[config.mk]
export PLATFORM = sky130hd
export DESIGN_NAME = ddr_cmd_tracker
export DESIGN_NICKNAME = d
export VERILOG_FILES = /design/src/rtl/ddr_cmd_pkg.sv /design/src/rtl/ddr_bank_slot.sv /design/src/rtl/ddr_bank_timer.sv /design/src/rtl/ddr_cmd_decode.sv /design/src/rtl/ddr_cmd_tracker.sv
export SDC_FILE = /design/constraint.sdc
export NUM_CORES = 1
export LEC_CHECK = 0
export CAP_MARGIN = 20
export CORE_UTILIZATION = 55
export DETAILED_ROUTE_END_ITERATION = 12
export GPL_TIMING_DRIVEN = 0
export PLACE_DENSITY = 0.75
export SETUP_SLACK_MARGIN = 0.05
export SYNTH_ARGS = -nofsm -noshare
export SYNTH_HDL_FRONTEND = slang
export SYNTH_SLANG_ARGS = --single-unit
[constraint.sdc]
create_clock -name clk -period 6 [get_ports clk]
set_clock_uncertainty 0.05 [all_clocks]
set_input_delay 1.2 -clock clk [delete_from_list [all_inputs] [get_ports clk]]
set_output_delay 1.2 -clock clk [all_outputs]
set_load 0.005 [all_outputs]
[src/rtl/ddr_cmd_pkg.sv]
package ddr_cmd_pkg;

  parameter int unsigned BANK_W = 2;

  typedef enum logic [3:0] {
    CMD_DESEL = 4'd0,
    CMD_NOP   = 4'd1,
    CMD_ACT   = 4'd2,
    CMD_RD    = 4'd3,
    CMD_WR    = 4'd4,
    CMD_PRE   = 4'd5,
    CMD_PREA  = 4'd6,
    CMD_MRS   = 4'd7,
    CMD_EMRS  = 4'd8,
    CMD_REF   = 4'd9,
    CMD_SREF  = 4'd10,
    CMD_BST   = 4'd11
  } ddrCmd_e;

  // Accepted (legal) commands only; control -> datapath.
  typedef struct packed {
    logic              act;
    logic              rd;
    logic              wr;
    logic              pre;
    logic              preAll;
    logic              modeWr;
    logic              ap;
    logic [BANK_W-1:0] bank;
  } bankStrobe_t;

  function automatic int maxInt(input int a, input int b);
    return (a > b) ? a : b;
  endfunction

endpackage

[src/rtl/ddr_bank_slot.sv]
module ddr_bank_slot
  import ddr_cmd_pkg::*;
#(
  parameter int IDX     = 0,
  parameter int CW      = 4,
  parameter int T_RCDRD = 4,
  parameter int T_RCDWR = 2,
  parameter int T_RAS   = 9,
  parameter int T_RP    = 4,
  parameter int T_WR    = 3
) (
  input  logic        clk,
  input  logic        rstN,
  input  bankStrobe_t strb,
  output logic        isOpen,
  output logic        isPend,
  output logic        rdOk,
  output logic        wrOk,
  output logic        preOk,
  output logic        idleOk
);

  logic [CW-1:0] rcdRdCnt, rcdWrCnt, rasCnt, rpCnt, wrCnt;
  logic          openQ, pendQ;
  logic          selMe, closeReq, autoClose;

  assign selMe     = (strb.bank == BANK_W'(IDX));
  assign closeReq  = openQ && !pendQ && ((strb.pre && selMe) || strb.preAll);
  assign autoClose = pendQ && (rasCnt == '0) && (wrCnt == '0);

  always_ff @(posedge clk) begin
    if (!rstN) begin
      openQ    <= 1'b0;
      pendQ    <= 1'b0;
      rcdRdCnt <= '0;
      rcdWrCnt <= '0;
      rasCnt   <= '0;
      rpCnt    <= '0;
      wrCnt    <= '0;
    end else begin
      if (rcdRdCnt != '0) rcdRdCnt <= rcdRdCnt - 1'b1;
      if (rcdWrCnt != '0) rcdWrCnt <= rcdWrCnt - 1'b1;
      if (rasCnt   != '0) rasCnt   <= rasCnt - 1'b1;
      if (rpCnt    != '0) rpCnt    <= rpCnt - 1'b1;
      if (wrCnt    != '0) wrCnt    <= wrCnt - 1'b1;

      if (strb.act && selMe) begin
        openQ    <= 1'b1;
        rcdRdCnt <= CW'(T_RCDRD - 1);
        rcdWrCnt <= CW'(T_RCDWR - 1);
        rasCnt   <= CW'(T_RAS - 1);
      end
      if (strb.wr && selMe) begin
        wrCnt <= CW'(T_WR - 1);
        if (strb.ap) pendQ <= 1'b1;
      end
      if (strb.rd && selMe && strb.ap) pendQ <= 1'b1;
      if (closeReq || autoClose) begin
        openQ <= 1'b0;
        pendQ <= 1'b0;
        rpCnt <= CW'(T_RP - 1);
      end
    end
  end

  assign isOpen = openQ;
  assign isPend = pendQ;
  assign rdOk   = (rcdRdCnt == '0);
  assign wrOk   = (rcdWrCnt == '0);
  assign preOk  = (rasCnt == '0) && (wrCnt == '0);
  assign idleOk = !openQ && (rpCnt == '0);


  col_open_bank_chk: assert property (@(posedge clk) disable iff (!rstN)
    ((strb.rd || strb.wr) && selMe) |-> (openQ && !pendQ));


  rd_after_act_chk: assert property (@(posedge clk) disable iff (!rstN)
    (strb.rd && selMe) |-> (rcdRdCnt == '0));


  act_after_pre_chk: assert property (@(posedge clk) disable iff (!rstN)
    (strb.act && selMe) |-> (!openQ && rpCnt == '0));


  mode_idle_chk: assert property (@(posedge clk) disable iff (!rstN)
    strb.modeWr |-> (!openQ && rpCnt == '0));

endmodule

[src/rtl/ddr_bank_timer.sv]
module ddr_bank_timer
  import ddr_cmd_pkg::*;
#(
  parameter int NB      = 4,
  parameter int CW      = 4,
  parameter int T_RCDRD = 4,
  parameter int T_RCDWR = 2,
  parameter int T_RAS   = 9,
  parameter int T_RP    = 4,
  parameter int T_RRD   = 3,
  parameter int T_WR    = 3,
  parameter int T_MRD   = 2
) (
  input  logic          clk,
  input  logic          rstN,
  input  bankStrobe_t   strb,
  output logic [NB-1:0] openMask,
  output logic [NB-1:0] pendMask,
  output logic [NB-1:0] rdOkMask,
  output logic [NB-1:0] wrOkMask,
  output logic [NB-1:0] preOkMask,
  output logic [NB-1:0] idleOkMask,
  output logic          rrdOk,
  output logic          mrdOk
);

  logic [CW-1:0] rrdCnt, mrdCnt;

  for (genvar g = 0; g < NB; g++) begin : g_bank
    ddr_bank_slot #(
      .IDX(g), .CW(CW), .T_RCDRD(T_RCDRD), .T_RCDWR(T_RCDWR),
      .T_RAS(T_RAS), .T_RP(T_RP), .T_WR(T_WR)
    ) i_slot (
      .clk   (clk),
      .rstN  (rstN),
      .strb  (strb),
      .isOpen(openMask[g]),
      .isPend(pendMask[g]),
      .rdOk  (rdOkMask[g]),
      .wrOk  (wrOkMask[g]),
      .preOk (preOkMask[g]),
      .idleOk(idleOkMask[g])
    );
  end

  always_ff @(posedge clk) begin
    if (!rstN) begin
      rrdCnt <= '0;
      mrdCnt <= '0;
    end else begin
      if (strb.act)           rrdCnt <= CW'(T_RRD - 1);
      else if (rrdCnt != '0)  rrdCnt <= rrdCnt - 1'b1;
      if (strb.modeWr)        mrdCnt <= CW'(T_MRD - 1);
      else if (mrdCnt != '0)  mrdCnt <= mrdCnt - 1'b1;
    end
  end

  assign rrdOk = (rrdCnt == '0);
  assign mrdOk = (mrdCnt == '0);


  act_spacing_chk: assert property (@(posedge clk) disable iff (!rstN)
    strb.act |-> (rrdCnt == '0));


  mode_quiet_chk: assert property (@(posedge clk) disable iff (!rstN)
    (mrdCnt != '0) |-> !(strb.act || strb.rd || strb.wr || strb.pre ||
                         strb.preAll || strb.modeWr));

endmodule

[src/rtl/ddr_cmd_decode.sv]
module ddr_cmd_decode
  import ddr_cmd_pkg::*;
#(
  parameter int NB = 4
) (
  input  logic              clk,
  input  logic              rstN,
  input  logic              csN,
  input  logic              rasN,
  input  logic              casN,
  input  logic              weN,
  input  logic              cke,
  input  logic [BANK_W-1:0] bankSel,
  input  logic              apBit,
  input  logic [NB-1:0]     openMask,
  input  logic [NB-1:0]     pendMask,
  input  logic [NB-1:0]     rdOkMask,
  input  logic [NB-1:0]     wrOkMask,
  input  logic [NB-1:0]     preOkMask,
  input  logic [NB-1:0]     idleOkMask,
  input  logic              rrdOk,
  input  logic              mrdOk,
  output bankStrobe_t       strb,
  output ddrCmd_e           cmdQ,
  output logic [BANK_W-1:0] bankQ,
  output logic              apQ,
  output logic              violQ
);

  logic    ckePrev;
  ddrCmd_e cmdD;
  logic    violD;
  logic    anyCmd;
  logic    bankOpen, bankPend;

  assign bankOpen = openMask[bankSel];
  assign bankPend = pendMask[bankSel];

  always_comb begin
    cmdD = CMD_NOP;
    if (csN) begin
      cmdD = CMD_DESEL;
    end else if (ckePrev) begin
      case ({rasN, casN, weN})
        3'b011:  cmdD = CMD_ACT;
        3'b010:  cmdD = apBit ? CMD_PREA : CMD_PRE;
        3'b101:  cmdD = CMD_RD;
        3'b100:  cmdD = CMD_WR;
        3'b000:  cmdD = cke ? (bankSel[0] ? CMD_EMRS : CMD_MRS) : CMD_NOP;
        3'b001:  cmdD = cke ? CMD_REF : CMD_SREF;
        3'b110:  cmdD = CMD_BST;
        default: cmdD = CMD_NOP;
      endcase
    end
  end

  assign anyCmd = (cmdD != CMD_DESEL) && (cmdD != CMD_NOP);

  always_comb begin
    violD = anyCmd && !mrdOk;
    case (cmdD)
      CMD_ACT:  if (bankOpen || !idleOkMask[bankSel] || !rrdOk) violD = 1'b1;
      CMD_RD:   if (!bankOpen || bankPend || !rdOkMask[bankSel]) violD = 1'b1;
      CMD_WR:   if (!bankOpen || bankPend || !wrOkMask[bankSel]) violD = 1'b1;
      CMD_PRE:  if (bankOpen && !bankPend && !preOkMask[bankSel]) violD = 1'b1;
      CMD_PREA: if (|(openMask & ~pendMask & ~preOkMask)) violD = 1'b1;
      CMD_MRS, CMD_EMRS, CMD_REF, CMD_SREF:
                if (!(&idleOkMask)) violD = 1'b1;
      default:  ;
    endcase
  end

  always_comb begin
    strb        = '0;
    strb.bank   = bankSel;
    strb.ap     = apBit;
    if (!violD) begin
      strb.act    = (cmdD == CMD_ACT);
      strb.rd     = (cmdD == CMD_RD);
      strb.wr     = (cmdD == CMD_WR);
      strb.pre    = (cmdD == CMD_PRE);
      strb.preAll = (cmdD == CMD_PREA);
      strb.modeWr = (cmdD == CMD_MRS) || (cmdD == CMD_EMRS);
    end
  end

  always_ff @(posedge clk) begin
    if (!rstN) begin
      ckePrev <= 1'b0;
      cmdQ    <= CMD_DESEL;
      bankQ   <= '0;
      apQ     <= 1'b0;
      violQ   <= 1'b0;
    end else begin
      ckePrev <= cke;
      cmdQ    <= cmdD;
      bankQ   <= bankSel;
      apQ     <= apBit && ((cmdD == CMD_RD) || (cmdD == CMD_WR));
      violQ   <= violD;
    end
  end


  quiet_no_viol_chk: assert property (@(posedge clk) disable iff (!rstN)
    violQ |-> !(cmdQ == CMD_DESEL || cmdQ == CMD_NOP));


  ap_col_only_chk: assert property (@(posedge clk) disable iff (!rstN)
    apQ |-> (cmdQ == CMD_RD || cmdQ == CMD_WR));


  cke_wake_nop_chk: assert property (@(posedge clk) disable iff (!rstN)
    (!ckePrev && !csN) |=> (cmdQ == CMD_NOP && !violQ));

endmodule

[src/rtl/ddr_cmd_tracker.sv]
module ddr_cmd_tracker
  import ddr_cmd_pkg::*;
#(
  parameter int T_RCDRD = 4,
  parameter int T_RCDWR = 2,
  parameter int T_RAS   = 9,
  parameter int T_RP    = 4,
  parameter int T_RRD   = 3,
  parameter int T_WR    = 3,
  parameter int T_MRD   = 2
) (
  input  logic              clk,
  input  logic              rstN,
  input  logic              csN,
  input  logic              rasN,
  input  logic              casN,
  input  logic              weN,
  input  logic              cke,
  input  logic [BANK_W-1:0] bankSel,
  input  logic              apBit,
  output logic [3:0]        cmdCode,
  output logic [BANK_W-1:0] bankOut,
  output logic              autoPre,
  output logic              violation
);

  localparam int NB    = 1 << BANK_W;
  localparam int T_MAX = maxInt(maxInt(maxInt(T_RCDRD, T_RCDWR), maxInt(T_RAS, T_RP)),
                                maxInt(maxInt(T_RRD, T_WR), T_MRD));
  localparam int CW    = $clog2(T_MAX + 1);

  bankStrobe_t   strb;
  ddrCmd_e       cmdQ;
  logic [NB-1:0] openMask, pendMask, rdOkMask, wrOkMask, preOkMask, idleOkMask;
  logic          rrdOk, mrdOk;

  ddr_cmd_decode #(.NB(NB)) i_decode (
    .clk(clk), .rstN(rstN), .csN(csN), .rasN(rasN), .casN(casN), .weN(weN),
    .cke(cke), .bankSel(bankSel), .apBit(apBit),
    .openMask(openMask), .pendMask(pendMask), .rdOkMask(rdOkMask),
    .wrOkMask(wrOkMask), .preOkMask(preOkMask), .idleOkMask(idleOkMask),
    .rrdOk(rrdOk), .mrdOk(mrdOk), .strb(strb),
    .cmdQ(cmdQ), .bankQ(bankOut), .apQ(autoPre), .violQ(violation)
  );

  ddr_bank_timer #(
    .NB(NB), .CW(CW), .T_RCDRD(T_RCDRD), .T_RCDWR(T_RCDWR), .T_RAS(T_RAS),
    .T_RP(T_RP), .T_RRD(T_RRD), .T_WR(T_WR), .T_MRD(T_MRD)
  ) i_timer (
    .clk(clk), .rstN(rstN), .strb(strb),
    .openMask(openMask), .pendMask(pendMask), .rdOkMask(rdOkMask),
    .wrOkMask(wrOkMask), .preOkMask(preOkMask), .idleOkMask(idleOkMask),
    .rrdOk(rrdOk), .mrdOk(mrdOk)
  );

  assign cmdCode = cmdQ;

endmodule

# After elaboration in Yosys (flattened, before gate mapping)
# Index checks and enable logic that the tools add are counted.
[classes]
add_sub_neg = 22
reduce_logical = 178
n_mux = 80
magnitude_cmp = 1
n_eq_ne = 19
bitwise_logic = 5
[ops]
columns = ["operator", "n"]
rows = [
  ["$reduce_bool 4->1", 23],
  ["$logic_not 4->1", 22],
  ["$sub 4x1->4 const B", 22],
  ["$reduce_bool 2->1", 30],
  ["$mux 2", 28],
  ["$logic_and 1x1->1", 49],
  ["$mux 4", 12],
  ["$mux 1", 31],
  ["$pmux 4 s7", 1],
  ["$reduce_or 2->1", 14],
  ["$eq 4x3->1 const B", 4],
  ["$logic_not 1->1", 16],
  ["$logic_or 1x1->1", 15],
  ["$bmux 1 s2", 6],
  ["$eq 4x4->1 const B", 3],
  ["$eq 3x3->1 const B", 3],
  ["$and 4x4->4", 2],
  ["$eq 4x2->1 const B", 2],
  ["$not 4->4", 2],
  ["$reduce_and 2->1", 4],
  ["$reduce_or 4->1", 2],
  ["$eq 3x2->1 const B", 2],
  ["$mux 6", 1],
  ["$pmux 1 s6", 1],
  ["9 further kinds", 10],
]
[word_totals]
out_inout_bits = 8
in_bits = 10
ff_bits = 105
elab_cells = 362

# Logic depth before layout (Yosys ltp)
# Gate-level depths: netlist of run 1.
[depth]
depth_word = 16
mapped_depth = 13
depth_no_buf = 9

# Hierarchy
# Synthesis of run 1 repeated with hierarchy kept, for this count alone.
[unflattened]
hier_cells = 585
hier_area_um2 = 5514.0
[modules_own_cells]
columns = ["mod", "area_each_um2", "instances", "seq_area_each_um2", "cells_per_inst"]
rows = [
  ["ddr_bank_slot at i_timer.g_bank[1].i_slot ...", 1082.3, 2, 440.4, 111],
  ["ddr_bank_slot at i_timer.g_bank[0].i_slot", 1068.5, 1, 440.4, 112],
  ["ddr_bank_slot at i_timer.g_bank[3].i_slot", 1042.2, 1, 440.4, 112],
  ["ddr_cmd_decode", 893.4, 1, 180.2, 103],
  ["ddr_bank_timer", 345.3, 1, 160.2, 36],
]

# Least setup slack after synthesis of run 1
# Ideal clock, no wire load.
[synth_path]
path_type = "input-to-reg"
startpoint = "in rasN"
endpoint = "reg i_timer.g_bank[0].i_slot.rpCnt[2]"
n_path_buf = 4
setup_slack_ps = 2073
setup_time_ps = 116
required_ps = 5834
arrival_time_ps = 3762
path_stages = 11
path_cell_list = "clkbuf_1 > or2_2 > clkbuf_1 > o2111a_1 > o211a_1 > clkbuf_1 > nor2b_1 > or4_4 > buf_6 > o41a_1 > and3_1"
[synth_via]
elab_chain_cells = 15
word_cells_on_any_way = 37
cone_classes = "16 x eq/ne; 11 x mux; 10 x reduce/logical"
[synth_rtl]
columns = ["item", "line", "rtl"]
rows = [
  ["start: declaration", "ddr_cmd_tracker.sv:15", "input logic rasN,"],
  ["$eq 3x3->1 (tied with other cells)", "ddr_cmd_decode.sv:44", "case ({rasN, casN, weN})"],
  ["$pmux 4 s7 *", "ddr_cmd_decode.sv:44", ""],
  ["$mux 4 *", "ddr_cmd_decode.sv:43", "end else if (ckePrev) begin"],
  ["$mux 4 *", "ddr_cmd_decode.sv:41", "if (csN) begin"],
  ["$ne 4x1->1 / $reduce_bool 4->1 (equally long branches)", "ddr_cmd_decode.sv:57", "assign anyCmd = (cmdD != CMD_DESEL) && (cmdD != CMD_NOP);"],
  ["$logic_and 1x1->1", "ddr_cmd_decode.sv:57", ""],
  ["$logic_and 1x1->1", "ddr_cmd_decode.sv:60", "violD = anyCmd && !mrdOk;"],
  ["$mux 1 (tied with other cells)", "ddr_cmd_decode.sv:68", "if (!(&idleOkMask)) violD = 1'b1;"],
  ["$pmux 1 s6", "ddr_cmd_decode.sv:61", "case (cmdD)"],
  ["$mux 6 *", "ddr_cmd_decode.sv:77", "if (!violD) begin"],
  ["$logic_and 1x1->1", "ddr_bank_slot.sv:28", "assign closeReq = openQ && !pendQ && ((strb.pre && selMe) || strb.preAll);"],
  ["$logic_or 1x1->1 *", "ddr_bank_slot.sv:28", ""],
  ["$logic_and 1x1->1 *", "ddr_bank_slot.sv:28", ""],
  ["$logic_or 1x1->1 *", "ddr_bank_slot.sv:58", "if (closeReq || autoClose) begin"],
  ["$reduce_or 2->1 (no line) *", "--", ""],
  ["end signal: assignment", "ddr_bank_slot.sv:44", "if (rpCnt != '0) rpCnt <= rpCnt - 1'b1;"],
  ["end signal: assignment", "ddr_bank_slot.sv:61", "rpCnt <= CW'(T_RP - 1);"],
  ["end: declaration", "ddr_bank_slot.sv:23", "logic [CW-1:0] rcdRdCnt, rcdWrCnt, rasCnt, rpCnt, wrCnt;"],
]
# Every way passes the cells marked *; elsewhere a longest branch is shown, timed or not.
# A chain may end at the register's enable or synchronous reset.

# Worst setup path after layout of run 1
[layout_path]
startpoint = "in casN"
endpoint = "reg i_timer.g_bank[0].i_slot.wrCnt[2]"
[layout_via]
elab_chain_cells = 12
word_cells_on_any_way = 34
cone_classes = "16 x eq/ne; 11 x mux; 7 x reduce/logical"
[layout_rtl]
columns = ["item", "line", "rtl"]
rows = [
  ["start: declaration", "ddr_cmd_tracker.sv:16", "input logic casN,"],
  ["$eq 3x3->1 (tied with other cells)", "ddr_cmd_decode.sv:44", ""],
  ["$pmux 4 s7 *", "ddr_cmd_decode.sv:44", ""],
  ["$mux 4 *", "ddr_cmd_decode.sv:43", ""],
  ["$mux 4 *", "ddr_cmd_decode.sv:41", ""],
  ["$ne 4x1->1 / $reduce_bool 4->1 (equally long branches)", "ddr_cmd_decode.sv:57", ""],
  ["$logic_and 1x1->1", "ddr_cmd_decode.sv:57", ""],
  ["$logic_and 1x1->1", "ddr_cmd_decode.sv:60", ""],
  ["$mux 1 (tied with other cells)", "ddr_cmd_decode.sv:68", ""],
  ["$pmux 1 s6", "ddr_cmd_decode.sv:61", ""],
  ["$mux 6 *", "ddr_cmd_decode.sv:77", ""],
  ["$logic_and 1x1->1 *", "ddr_bank_slot.sv:53", "if (strb.wr && selMe) begin"],
  ["$reduce_or 2->1 (no line) *", "--", ""],
  ["end signal: assignment", "ddr_bank_slot.sv:45", "if (wrCnt != '0) wrCnt <= wrCnt - 1'b1;"],
  ["end signal: assignment", "ddr_bank_slot.sv:54", "wrCnt <= CW'(T_WR - 1);"],
  ["end: declaration", "ddr_bank_slot.sv:23", ""],
]
# Marks and branches as above.

==> summary.txt, run 1 <==
Critical path
  – R2r startpoint: i_timer.g_bank[0].i_slot.rasCnt[0]
  – CP Capture Type: flip-flop
  – Cell Chain, Critical Path: clkdlybuf4s50_1 -> or2_2 -> o31ai_1 -> o211a_1 -> clkbuf_1 -> o21ai_0 -> nand2_1 -> buf_2 -> buf_2 -> nor2_2 -> buf_2 -> a31oi_1
  – Critical path class: primary input to flip-flop
  – Reg2reg path depth: 10
  – Slowest cell on crit path: o31ai_1
  – Startpoint types: primary input
  – Buf/Inv on CP: 5
  – Crit path largest cell delay: 740 ps
  – Data required, critical path: 6250 ps
  – Setup slack, reg-to-reg: 2320 ps
  – Most frequent CP cell: buf_2
  – CP top delay family: buffers and inverters
  – Worst reg2reg endpoint: i_timer.g_bank[0].i_slot.wrCnt[2]
  – Critical Path AT: 4810 ps
  – Crit Path Max Fanout: 10

Placement
  – RD Place Congestion: 0.950
  – HPWL Detailed: 9.02 mm
  – Post-Place Cell Area: 5770 sq um
  – IO buf count: 13
  – Dpl cells: 770

Timing
  – Fmax: 0.220 GHz
  – Final Hold Viols: 0
  – Final Max Slew Viols: 0
  – Fraction of the cycle the final worst path needs: 75.9%
  – Post-route minimum period: 4560 ps
  – RSZ-0062 raised after global routing: false
  – Slew headroom: 25.8%
  – Slew @ Worst Pin: 1100 ps
  – TNS Setup: 0 ps
  – Final-report setup violation count: 0

Die
  – Initial Util: 57.8%
  – Die Span X: 101 um
  – IO Count: 18
  – # rows: 35
  – Core area: 9420 sq um
  – Die H: 101 um
  – Die area: 10,300 sq um

Yosys
  – Yosys top cell by area: dfxtp_1
  – Syn avg cell area: 8.69 sq um
  – Mapped Cells: 626
  – Synth Register Bits: 105
  – Asr flop ratio synth: 0%
  – Post-synth net total: 669
  – Cell variety after synth: 62
  – Top cells by area, synth: dfxtp_1, ha_1, xnor2_1
  – Synthesized area: 5440 sq um
  – Top cell type's share of synthesized area: 38.6%
  – Top_reg_cell synth: dfxtp_1
  – Number of synthesized flops with an enable pin: 0
  – Synth warn: 0
  – Sequential-to-total area share from yosys stat: 38.6%

Route
  – DR vias: 4,663
  – Final wirelength: 12.2 mm
  – Initial DRC count: 265
  – # DRC: 0
  – Avg Vias per Cell: 5.93
  – Antenna Violating Nets Remaining: 0
  – DR WL/cell: 15.6 um
  – First-pass iteration count of the detailed router: 5

Min path
  – Hold Path Depth: 2
  – Hold EP: i_timer.rrdCnt[3]
  – Worst hold path type: flip-flop to flip-flop
  – Hold path start: i_timer.rrdCnt[3]

Finish
  – Fin area: 5960 sq um
  – ANT cells: 0
  – Share of post-route cells with drive strength above 1: 6.85%
  – Filler-free cell count of the finished design: 786
  – P&R area growth vs syn: 9.50%
  – Layout Nets: 695

Clocking
  – Root buffer cell: clkbuf_8
  – Clk Latency, worst-skew pair: 370 ps
  – Cts hold-fix bufs: 0
  – CTS tree: yes
  – # Post-CTS Setup Buffers: 0
  – CTS resizes: 0
  – CTS Buf Count: 9
  – Clock Sinks: 105
  – Bufs on Longest Clock Path: 2
  – Worst-path clk slew: 110 ps
  – CTS H-tree depth: 3

Power and ir drop
  – Leakage Power: 2.42 nW
  – Pwr/cell area: 457 nW/um^2
  – VDD IR-drop max: 212 uV

Global route
  – Initial antenna violation count: 0
  – Global route overflow: 0
  – Pin count of the biggest net entering global routing: 19
  – Number of global-route vias before repair: 4,348
  – Tot GR Track Use: 25.5%
  – First-pass GRT wire length: 20.1 mm

Flow run
  – Max Cap Viol: 0

Outcome
  – Outcome: finished clean
## flip-flops by register name (all words and copies together) (netlist names), 16 cells and up
| register | count |
|---|---|
| i_timer.g_bank.i_slot.rcdRdCnt | 16 |
| i_timer.g_bank.i_slot.rcdWrCnt | 16 |
| i_timer.g_bank.i_slot.rpCnt | 16 |
| i_timer.g_bank.i_slot.wrCnt | 16 |
| i_timer.g_bank.i_slot.rasCnt | 16 |
## stage by stage
step	worst slack [ps]	power (mW)	utilization, %	hold WS [ps]
floorplan	2070	2.05	-	391
global placement	1010	2.23	60.9	404
detailed placement	1180	2.31	61.3	413
CTS	1570	2.74	63.3	425
global route	1250	2.96	63.3	452
finish	1440	2.72	63.3	425
## where the power goes
part           internal (mW)  switching (mW)
sequential             0.896           0.134
clock                  0.168           0.256
combinational          0.605           0.663
total                   1.67            1.05
## cell families (layout without fill, tap and decap cells)
family | Yosys count | after routing | share of synthesized area (%)
adder cells (fa/ha/maj) | 33 | 33 | 7.59
AO/OA/AOI/OAI | 146 | 146 | 18.4
buffers and inverters | 67 | 98 | 4.83
flip-flops | 105 | 105 | 38.6
multiplexers | 10 | 10 | 2.78
XOR/XNOR | 29 | 29 | 4.67
AND/OR/NAND/NOR | 236 | 236 | 23.0
## layer usage
layer	GRT usage, %	vias up	routed length [um]
li1	-	2292	-
met1	31.6	2198	5370
met2	43.5	144	5840
met3	5.24	29	740
met4	9.59	0	280
met5	0	-	0
## area by class of cell
class	instances	area [sq um]
tap	129	161
fill	817	3460
timing repair buffer	15	145
multi-input combinational	454	3100
buffer	25	105
clock buffer	10	138
clock inverter	6	50.0
sequential	105	2100
inverter	42	158
## synthesized netlist by cell type, types with 3 or more instances
library cell and number:
buf_2 3, nor4_1 11, and2_1 5, o21ai_0 25, o211a_1 8, inv_1 41
a21oi_1 34, o21a_1 18, nor3b_1 12, nor3_1 38, a31oi_1 15, or3_1 19
o41ai_1 5, clkbuf_1 20, nand3b_1 4, mux2i_1 5, nor2b_1 7, nand2b_1 17
nand2_1 30, xnor2_1 27, or3b_2 4, o41a_1 3, a211oi_1 3, a41o_1 3
nor2_1 58, a21o_1 8, or2_2 3, nand3_1 10, and3_1 7, dfxtp_1 105
mux4_2 4, ha_1 33
## worst max path at each step
stage	startpoint	endpoint	depth (start not counted)
4_1_cts	casN	i_timer.g_bank[0].i_slot.wrCnt[2]	12
2_1_floorplan	rasN	i_timer.g_bank[0].i_slot.rpCnt[2]	11
5_1_grt	casN	i_timer.g_bank[0].i_slot.wrCnt[0]	12
6_report	casN	i_timer.g_bank[0].i_slot.wrCnt[2]	12
3_5_place_dp	casN	i_timer.g_bank[0].i_slot.wrCnt[2]	12
3_3_place_gp	casN	i_timer.g_bank[0].i_slot.rcdWrCnt[1]	11
## worst min-delay path, delay by kind of cell (launching register included)
family	cells	cell delay [ps]
DFF	1	350
and+or+nand+nor	2	90
## cells in the final DEF (no fill, tap or decap), types with 15 or more instances in the layout
master / count
nand2b_1: 17
clkbuf_1: 20
ha_1: 33
o21a_1: 18
dfxtp_1: 105
nor2_1: 58
o21ai_0: 25
inv_1: 41
a31oi_1: 15
xnor2_1: 27
nand2_1: 30
or3_1: 19
a21oi_1: 34
nor3_1: 38
No activity file was read; power rests on OpenSTA's default activity.
==> run 2: changes to the inputs <==
PLACE_DENSITY = 0.78   (was 0.75)
clock period = 4 ns   (was 6 ns; I/O delays follow)
==> summary.txt, run 2 (synthesis results as in run 1) <==
Global route
  – Global route overflow: 0 (unchanged)
  – Pin count of the biggest net entering global routing: 17 (-2)
  – Initial antenna violation count: 0 (unchanged)
  – Number of global-route vias before repair: 4,337 (-0.25%)
  – First-pass GRT wire length: 20.0 mm (-0.52%)
  – Tot GR Track Use: 24.9% (-0.55 points)

Critical path
  – Crit Path Max Fanout: 10 (unchanged)
  – Critical path class: primary input to flip-flop
  – Startpoint types: primary input
  – Critical Path AT: 4090 ps (-720 ps)
  – Data required, critical path: 4220 ps (-2030 ps)
  – CP Capture Type: flip-flop

Timing
  – Final Max Slew Viols: 0 (unchanged)
  – Slew @ Worst Pin: 1080 ps (-23.0 ps)
  – Slew headroom: 27.8% (+2.1 points)
  – Final-report setup violation count: 0 (unchanged)
  – Fraction of the cycle the final worst path needs: 96.6%
  – RSZ-0062 raised after global routing: false
  – Fmax: 0.259 GHz
  – Post-route minimum period: 3870 ps
  – TNS Setup: 0 ps (unchanged)
  – Final Hold Viols: 0 (unchanged)

Route
  – Antenna Violating Nets Remaining: 0 (unchanged)
  – Avg Vias per Cell: 5.93 (-0.11%)
  – DR WL/cell: 15.5 um (-0.29%)
  – Initial DRC count: 267 (+0.75%)
  – # DRC: 0 (unchanged)
  – Final wirelength: 12.2 mm (-0.55%)
  – First-pass iteration count of the detailed router: 5 (unchanged)
  – DR vias: 4,646 (-0.36%)

Clocking
  – # Post-CTS Setup Buffers: 0 (unchanged)
  – CTS tree: yes
  – CTS Buf Count: 9 (unchanged)
  – Worst-path clk slew: 90 ps (-20 ps)
  – CTS H-tree depth: 3 (unchanged)
  – Clk Latency, worst-skew pair: 380 ps (about the same)
  – Bufs on Longest Clock Path: 2 (unchanged)
  – Clock Sinks: 105 (unchanged)
  – Root buffer cell: clkbuf_8

Die
  – Core area: 9420 sq um (unchanged)
  – Die area: 10,300 sq um (unchanged)
  – IO Count: 18 (unchanged)
  – Die H: 101 um (unchanged)
  – Initial Util: 57.8% (unchanged)
  – # rows: 35 (unchanged)
  – Die Span X: 101 um (unchanged)

Finish
  – Most frequent cells in the layout: dfxtp_1, nor2_1, inv_1
  – P&R area growth vs syn: 10.0%
  – Commonest non-fill, non-tap cell in the layout: dfxtp_1
  – Share of post-route cells with drive strength above 1: 7.33% (+0.48 points)
  – ANT cells: 0 (unchanged)
  – Layout Nets: 695 (unchanged)
  – # fillers: 811 (-0.73%)
  – Final Util: 63.5% (+0.29 points)

Placement
  – IO buf count: 13 (unchanged)
  – RD Place Congestion: 0.924 (-2.7%)
  – HPWL Detailed: 8.85 mm (-1.9%)

Min path
  – Worst hold path type: flip-flop to flip-flop

Power and ir drop
  – Pwr/cell area: 687 nW/um^2 (+50%)
  – Final total power: 4.11 mW (+51%)
  – Leakage Power: 2.43 nW (about the same)
  – VDD IR-drop max: 406 uV (+92%)

Outcome
  – Outcome: finished clean

Flow run
  – Max Cap Viol: 0 (unchanged)
==> run 2: cell type report <==
| class | count | area (sq um) | share of cell area (%) |
|---|---|---|---|
| Multi-Input combinational cell | 454 | 3120 | 52.2 |
| Sequential cell | 105 | 2100 | 35.1 |
| Tap cell | 129 | 161 | 2.70 |
| Inverter | 42 | 158 | 2.63 |
| Timing Repair Buffer | 16 | 145 | 2.43 |
| Clock buffer | 10 | 138 | 2.30 |
| Buffer | 24 | 101 | 1.69 |
| Clock inverter | 4 | 53.8 | 0.899 |
==> run 2: worst paths after layout <==
| kind | from | endpoint | slack (ps) | cells after the start |
|---|---|---|---|---|
| setup / recovery | casN | i_timer.g_bank[1].i_slot.isOpen | 130 | 9 |
| hold / removal | i_timer.rrdCnt[3] | i_timer.rrdCnt[3] | 430 | 2 |
| setup reg to reg | i_timer.g_bank[0].i_slot.rpCnt[0] | i_timer.g_bank[1].i_slot.isOpen | 300 | 9 |
| hold reg to reg | i_timer.rrdCnt[3] | i_timer.rrdCnt[3] | 430 | 2 |
==> run 2: power breakdown <==
group	total, mW	internal, mW	leakage, nW	switching [mW]
logic	1.91	0.908	1.47	1.00
registers	1.55	1.34	0.862	0.203
clock network	0.652	0.302	0.0909	0.351
total	4.11	2.55	2.43	1.56
==> run 2: per-stage QoR <==
step	worst slack, ps	instance area (sq um)	hold WS (ps)	instances
2_1_floorplan	473	5440	391	626
3_3_place_gp	-691	5730	403	768
3_5_place_dp	-533	5760	414	770
6_report	135	5980	427	784
4_1_cts	79.0	5970	431	784
5_1_grt	39.8	5980	472	784
==> run 2: timing repair <==
item | 4_1_cts | 5_1_grt
hold buffers | 0 | 0
endpoints found under the setup margin | 12 | 42
resized for setup | 2 | 3
endpoints found under the hold margin | 0 | 0
==> run 2: critical path, cell delays in order <==
cell,delay (ps)
clkdlybuf4s50_1,520
or2_2,340
clkbuf_1,180
o2111a_1,340
o211a_1,280
nor2b_1,200
or4_4,490
o311ai_1,690
o21ba_2,250
==> run 2: metal layers <==
metal	vias to the layer above	share of wire [%]	GRT usage, %
li1	2285	-	-
met5	-	0	0
met3	28	6.0	5.24
met1	2188	44	31.0
met4	0	2.2	9.14
met2	145	47	42.5
